$ cat src/rtl/sd_clk_divctl.sv
module sd_clk_divctl #(
  parameter int CODE_W        = 10,
  parameter int STABLE_CYCLES = 8
) (
  input  logic        clk,
  input  logic        rst_n,
  input  logic        wr_en,
  input  logic [15:0] wr_data,
  output logic [15:0] rd_data,
  input  logic        cmd_busy,
  input  logic        dat_busy,
  output logic        card_clk,
  output logic        int_stable,
  output logic        card_clk_on
);
  localparam int SCNT_W = $clog2(STABLE_CYCLES + 1);
  localparam logic [SCNT_W-1:0] SCNT_MAX = SCNT_W'(STABLE_CYCLES);

  logic              int_en_q, card_en_q, gate_q, div_q;
  logic [CODE_W-1:0] code_q, dcnt_q, wr_code;
  logic [SCNT_W-1:0] scnt_q;
  logic              busy, code_ok, code_wr, code_zero, want;

  assign busy      = cmd_busy | dat_busy;
  assign wr_code   = CODE_W'({wr_data[7:6], wr_data[15:8]});
  assign code_ok   = !card_en_q && !gate_q;
  assign code_wr   = wr_en && code_ok && (wr_code != code_q);
  assign code_zero = (code_q == '0);
  assign int_stable = int_en_q && (scnt_q == SCNT_MAX);
  assign want      = card_en_q && int_stable;

  always_ff @(posedge clk or negedge rst_n)
    if (!rst_n) begin
      int_en_q  <= 1'b0;
      card_en_q <= 1'b0;
      code_q    <= '0;
    end else if (wr_en) begin
      int_en_q  <= wr_data[0];
      card_en_q <= wr_data[2] | (card_en_q & busy);
      if (code_ok) code_q <= wr_code;
    end

  always_ff @(posedge clk or negedge rst_n)
    if (!rst_n)                  scnt_q <= '0;
    else if (!int_en_q || code_wr) scnt_q <= '0;
    else if (scnt_q != SCNT_MAX) scnt_q <= scnt_q + 1'b1;

  always_ff @(posedge clk or negedge rst_n)
    if (!rst_n) begin
      dcnt_q <= '0;
      div_q  <= 1'b0;
    end else if (!int_en_q || code_zero || code_wr) begin
      dcnt_q <= '0;
      div_q  <= 1'b0;
    end else if (dcnt_q == code_q - 1'b1) begin
      dcnt_q <= '0;
      div_q  <= ~div_q;
    end else begin
      dcnt_q <= dcnt_q + 1'b1;
    end

  always_ff @(negedge clk or negedge rst_n)
    if (!rst_n)      gate_q <= 1'b0;
    else if (!div_q) gate_q <= want;

  assign card_clk    = gate_q & (code_zero ? clk : div_q);
  assign card_clk_on = gate_q;
  assign rd_data     = {code_q[7:0], code_q[9:8], 3'b000, card_en_q, int_stable, int_en_q};
endmodule

$ cat config.mk
export PLATFORM = sky130hd
export DESIGN_NAME = sd_clk_divctl
export DESIGN_NICKNAME = d
export VERILOG_FILES = /design/src/rtl/sd_clk_divctl.sv
export SDC_FILE = /design/constraint.sdc
export NUM_CORES = 1
export LEC_CHECK = 0
export BUFFER_PORTS_ARGS = -buffer_cell sky130_fd_sc_hd__buf_2
export CAP_MARGIN = 20
export CORE_AREA = 2 2 64 66
export CTS_BUF_LIST = sky130_fd_sc_hd__clkbuf_8 sky130_fd_sc_hd__clkbuf_16
export DETAILED_ROUTE_END_ITERATION = 7
export DIE_AREA = 0 0 66 68
export PLACE_DENSITY_LB_ADDON = 0.05
export SLEW_MARGIN = 40
export SYNTH_ARGS = -nofsm -noshare
export SYNTH_HDL_FRONTEND = slang
export SYNTH_SLANG_ARGS = --single-unit
$ cat constraint.sdc
create_clock -name clk -period 2.2 [get_ports clk]
set_input_delay 0.44 -clock clk [delete_from_list [all_inputs] [get_ports clk]]
set_output_delay 0.44 -clock clk [all_outputs]
set_load 0.03 [all_outputs]
After elaboration in Yosys (flattened, before gate mapping) --
Cells that the tools add are included.
Storage, ports and cells: register bits after elaboration 28, output and inout port bits 19, input port bits 21, word-level logic and storage cells 41
Operators by class: muxes and demuxes 7, equal/unequal tests 4, bitwise operators 5, reduce and logical (&&, ||, !) cells 15, add/subtract/negate cells 3
Operators by type and width (number):
- $mux 10 | 2
- $add 10x1->10 const B | 1
- $eq 10x10->1 | 1
- $logic_not 10->1 | 1
- $ne 10x10->1 | 1
- $sub 10x1->10 const B | 1
- $mux 4 | 2
- $logic_and 1x1->1 | 5
- $add 4x1->4 const B | 1
- $eq 4x4->1 const B | 1
- $ne 4x4->1 const B | 1
- $reduce_bool 2->1 | 2
- $logic_not 1->1 | 3
- $logic_or 1x1->1 | 3
- $mux 1 | 3
- $and 1x1->1 | 2
- $or 1x1->1 | 2
- $reduce_and 2->1 | 1
- $not 1->1 | 1

Logic depth before layout (Yosys ltp) --
depth after elaboration 6, depth in mapped cells 8, depth with buffers taken out 8

==> insert_results.sql <==
INSERT INTO impl_metrics (metric_group, metric, value, unit) VALUES
('run_status', 'status', 'complete, but fails checks', ''),
('run_status', 'violated_checks', 'negative setup slack', ''),
('global_routing', 'gr-usage-all-layers', '20.7', '%'),
('global_routing', 'grt_overflow', '0', ''),
('layout', 'instances_no_fill', '298', ''),
('floorplan', 'core.rowCount', '23', ''),
('worst_setup_path', 'endpoint_kind', 'output pin', ''),
('global_routing', 'grt_pass1_vias', '1485', ''),
('global_routing', 'maximum_number_of_pins_on_one_net_before_global_route_repair', '28', ''),
('layout', 'final_layout_size_suffix_gt1_share', '47.6', '%'),
('pwr', 'p_int', '0.00128', 'W'),
('pwr', 'power.share.switching', '37.8', '%'),
('worst_setup_path', 'cp_max_fo', '2', ''),
('worst_setup_path', 'critPathArrivalTime', '2310', 'ps'),
('pwr', 'part_of_the_power_in_combinational_logic', '46.1', '%'),
('floorplan', 'fp.dieArea', '4490', 'um^2'),
('worst_setup_path', 'required', '1760', 'ps'),
('layout', 'area_growth', '38.8', '%'),
('floorplan', 'io_pins', '40', ''),
('synth', 'synth.avg_cell_area', '9.99', 'um^2'),
('sta', 'setup_viol', '28', ''),
('global_routing', 'grt_pass1_wl', '6.85', 'mm'),
('hold_path', 'hold_path.class', 'in -> async', ''),
('synth', 'async_flop_share', '100', '%'),
('layout', 'nets_final', '274', ''),
('layout', 'antenna_fix_cells', '0', ''),
('synth', 'netlist_area', '1780', 'um^2'),
('sta', 'rsz0062_at_grt', 'yes', ''),
('pwr', 'power.static_leakage', '1.08', 'nW'),
('routing', 'drt_pass1_iterations', '4', ''),
('sta', 'timing.setup.tns', '-8970', 'ps'),
('routing', 'routed_wire_length_per_instance', '14.3', 'um'),
('synth', 'synth_edf_count', '0', ''),
('sta', 'fin_worst_skew', '23.8', 'ps'),
('clock_tree', 'cts_tree', 'yes', ''),
('synth', 'yosysUniqueCellTypes', '46', ''),
('synth', 'postSynthRegisterBits', '28', ''),
('sta', 'timing.final.ws_setup', '-546', 'ps'),
('sta', 'finalHoldViolations', '0', ''),
('placement', 'placement.io_buffers', '32', ''),
('clock_tree', 'ctsHoldBuffers', '0', ''),
('pwr', 'irDropWorstVdd', '0.346', 'mV'),
('pwr', 'share_clk_of_total_power', '21.4', '%'),
('run', 'cap_viol_max_count', '0', ''),
('worst_setup_path', 'critical_path.startpoint_type', 'flop', ''),
('routing', 'drtIter0Drc', '79', ''),
('worst_setup_path', 'critPathLaunch', 'card_clk_on', ''),
('synth', 'synth_top_flop_cell', 'dfrtp_1', ''),
('routing', 'route.antenna.remaining_nets', '0', ''),
('placement', 'gpl.final_weighted_congestion', '0.879', ''),
('placement', 'dp.cells', '279', ''),
('synth', 'yosysWarningCount', '0', ''),
('routing', 'drt_drc_violations_left', '0', ''),
('synth', 'syn_inst', '178', ''),
('global_routing', 'antenna_found_initial', '0', ''),
('routing', 'vias', '1497', ''),
('floorplan', 'fp.dieH', '68', 'um'),
('worst_setup_path', 'critical_path.reg2reg.startpoint', 'card_clk_on', ''),
('pwr', 'power.density', '835', 'nW/um^2'),
('sta', 'finalMaxSlewViolations', '0', ''),
('layout', 'fin_util', '64.0', '%'),
('clock_tree', 'cts.reportedPaths.clkPinSlew', '100', 'ps'),
('floorplan', 'coreArea', '3860', 'um^2'),
('floorplan', 'initial_cell_density_of_the_core', '46.1', '%'),
('floorplan', 'die-width', '66', 'um'),
('clock_tree', 'clock_insertion_delay_worst_skew', '400', 'ps'),
('pwr', 'total_switching_power', '0.000777', 'W'),
('pwr', 'seq_power_share', '32.5', '%'),
('worst_setup_path', 'critPathKind', 'reg -> out', ''),
('routing', 'postRouteWirelength', '4.25', 'mm'),
('placement', 'detailed_placer_s_ending_hpwl', '3.02', 'mm'),
('synth', 'register_area_share_after_synthesis', '39.4', '%'),
('routing', 'vias_per_cell', '5.02', ''),
('placement', 'place_worst_setup_slack', '-252', 'ps'),
('layout', 'n_fill_cell', '334', '');
==> cells in the final DEF, fill, tap and decap left out, types with 3 or more instances in the layout <==
cell type  netlist  routed
nor2_1          20      20
buf_2            0      30
clkbuf_8         2       6
mux2_2           9       6
dfrtp_1         27      21
xnor2_1         20      20
nand3_1          6       6
xor2_1           8       8
dfrtp_2          0       6
inv_1            7       6
nand2b_1         4       3
nand4_1          3       3
conb_1           1       3
buf_6            1       5
buf_4            7      37
or4_4            2       3
nand2_1         10       9
mux2_4           0       3
==> metal layers <==
| metal | share of wire [%] | vias up | wire (um) | global-route usage [%] |
|---|---|---|---|---|
| met5 | 0 | - | 0 | 0 |
| met4 | 0.99 | 0 | 42 | 7.91 |
| met3 | 3.2 | 4 | 138 | 4.61 |
| met2 | 49 | 24 | 2090 | 34.1 |
| met1 | 46 | 713 | 1970 | 26.8 |
| li1 | - | 756 | - | - |
==> synthesized netlist by cell type (2+ instances only) <==
cell	n	area share, %
nand2b_1	4	1.4
clkbuf_8	2	1.5
clkbuf_1	2	0.42
o31ai_1	2	0.84
dfrtp_1	27	38
nand2_1	10	2.1
ha_1	4	2.8
or4_1	2	0.84
nor2_1	20	4.2
buf_4	7	3.0
nor3_1	3	0.84
inv_1	7	1.5
xor2_1	8	3.9
or4_4	2	1.3
xnor2_1	20	9.9
nor3b_1	4	1.7
nor2b_1	3	1.1
nor4_1	3	1.1
a21oi_1	2	0.56
nand4_1	3	1.1
o21ai_0	4	1.1
mux2_2	9	5.7
nand3_1	6	1.7
o2111ai_1	2	0.99
==> area by class of cell <==
| cell class | count | area [um^2] | area share [%] |
|---|---|---|---|
| Clock inverter | 1 | 3.75 | 0.152 |
| Multi-Input combinational cell | 134 | 1100 | 44.6 |
| Inverter | 7 | 26.3 | 1.06 |
| Clock buffer | 7 | 93.8 | 3.80 |
| Timing Repair Buffer | 71 | 473 | 19.2 |
| Tap cell | 50 | 62.6 | 2.54 |
| Sequential cell | 28 | 708 | 28.7 |
==> path summary, 6_finish.rpt <==
check	to	slack (ps)	cells after the start
setup / recovery	card_clk	-550	3
hold / removal	code_q[2]	90	2
max in group asynchronous	card_clk_on	1250	1
setup reg to reg	dcnt_q[8]	-390	6
hold reg to reg	dcnt_q[0]	530	1
min in group clk	code_q[1]	280	3
==> power by group through the flow <==
| stage | clock network (W) | logic [W] | registers [W] |
|---|---|---|---|
| 5_1_grt | 0.000479 | 0.00103 | 0.000678 |
| 6_report | 0.000440 | 0.000950 | 0.000669 |
| 3_3_place_gp | 0.00000109 | 0.000806 | 0.000672 |
| 3_5_place_dp | 0.00000109 | 0.000828 | 0.000674 |
| 2_1_floorplan | 0.00000109 | 0.000444 | 0.000786 |
| 4_1_cts | 0.000448 | 0.000900 | 0.000663 |
==> cell families after synthesis <==
logic type	Yosys count	synth area share [%]
AND/OR/NAND/NOR	66	19.8
other	1	0.211
flip-flops	28	39.4
multiplexers	10	6.26
XOR/XNOR	28	13.8
AO/OA/AOI/OAI	22	10.6
buffers and inverters	19	7.04
adder cells (fa/ha/maj)	4	2.82
==> sequential cells by signal, indices dropped and copies added, names as in the netlist <==
register	cells
dcnt_q	10
card_clk_on	1
scnt_q	4
card_en_q	1
div_q	1
int_en_q	1
code_q	10
==> worst max-delay path, cell delays in order (launching register included) <==
cell	delay, ps
dfrtn_1	440
buf_6	110
nor2b_4	130
buf_6	130
==> stage by stage <==
stage	area, um^2	hold WS, ps	power (W)
final	2470	94.9	0.00206
after global routing	2470	123	0.00219
after global placement	2160	483	0.00148
after floorplan	1830	144	0.00123
after CTS	2400	122	0.00201
after detailed placement	2160	498	0.00150
==> repair_timing <==
action / in CTS / in global routing
endpoints found under the setup margin: 26 / 29
resized for setup: 19 / 13
buffers inserted: 6 / 5
pin swaps: 10 / 4
cloned: 2 / 0
(Power assumes the default switching activity.)
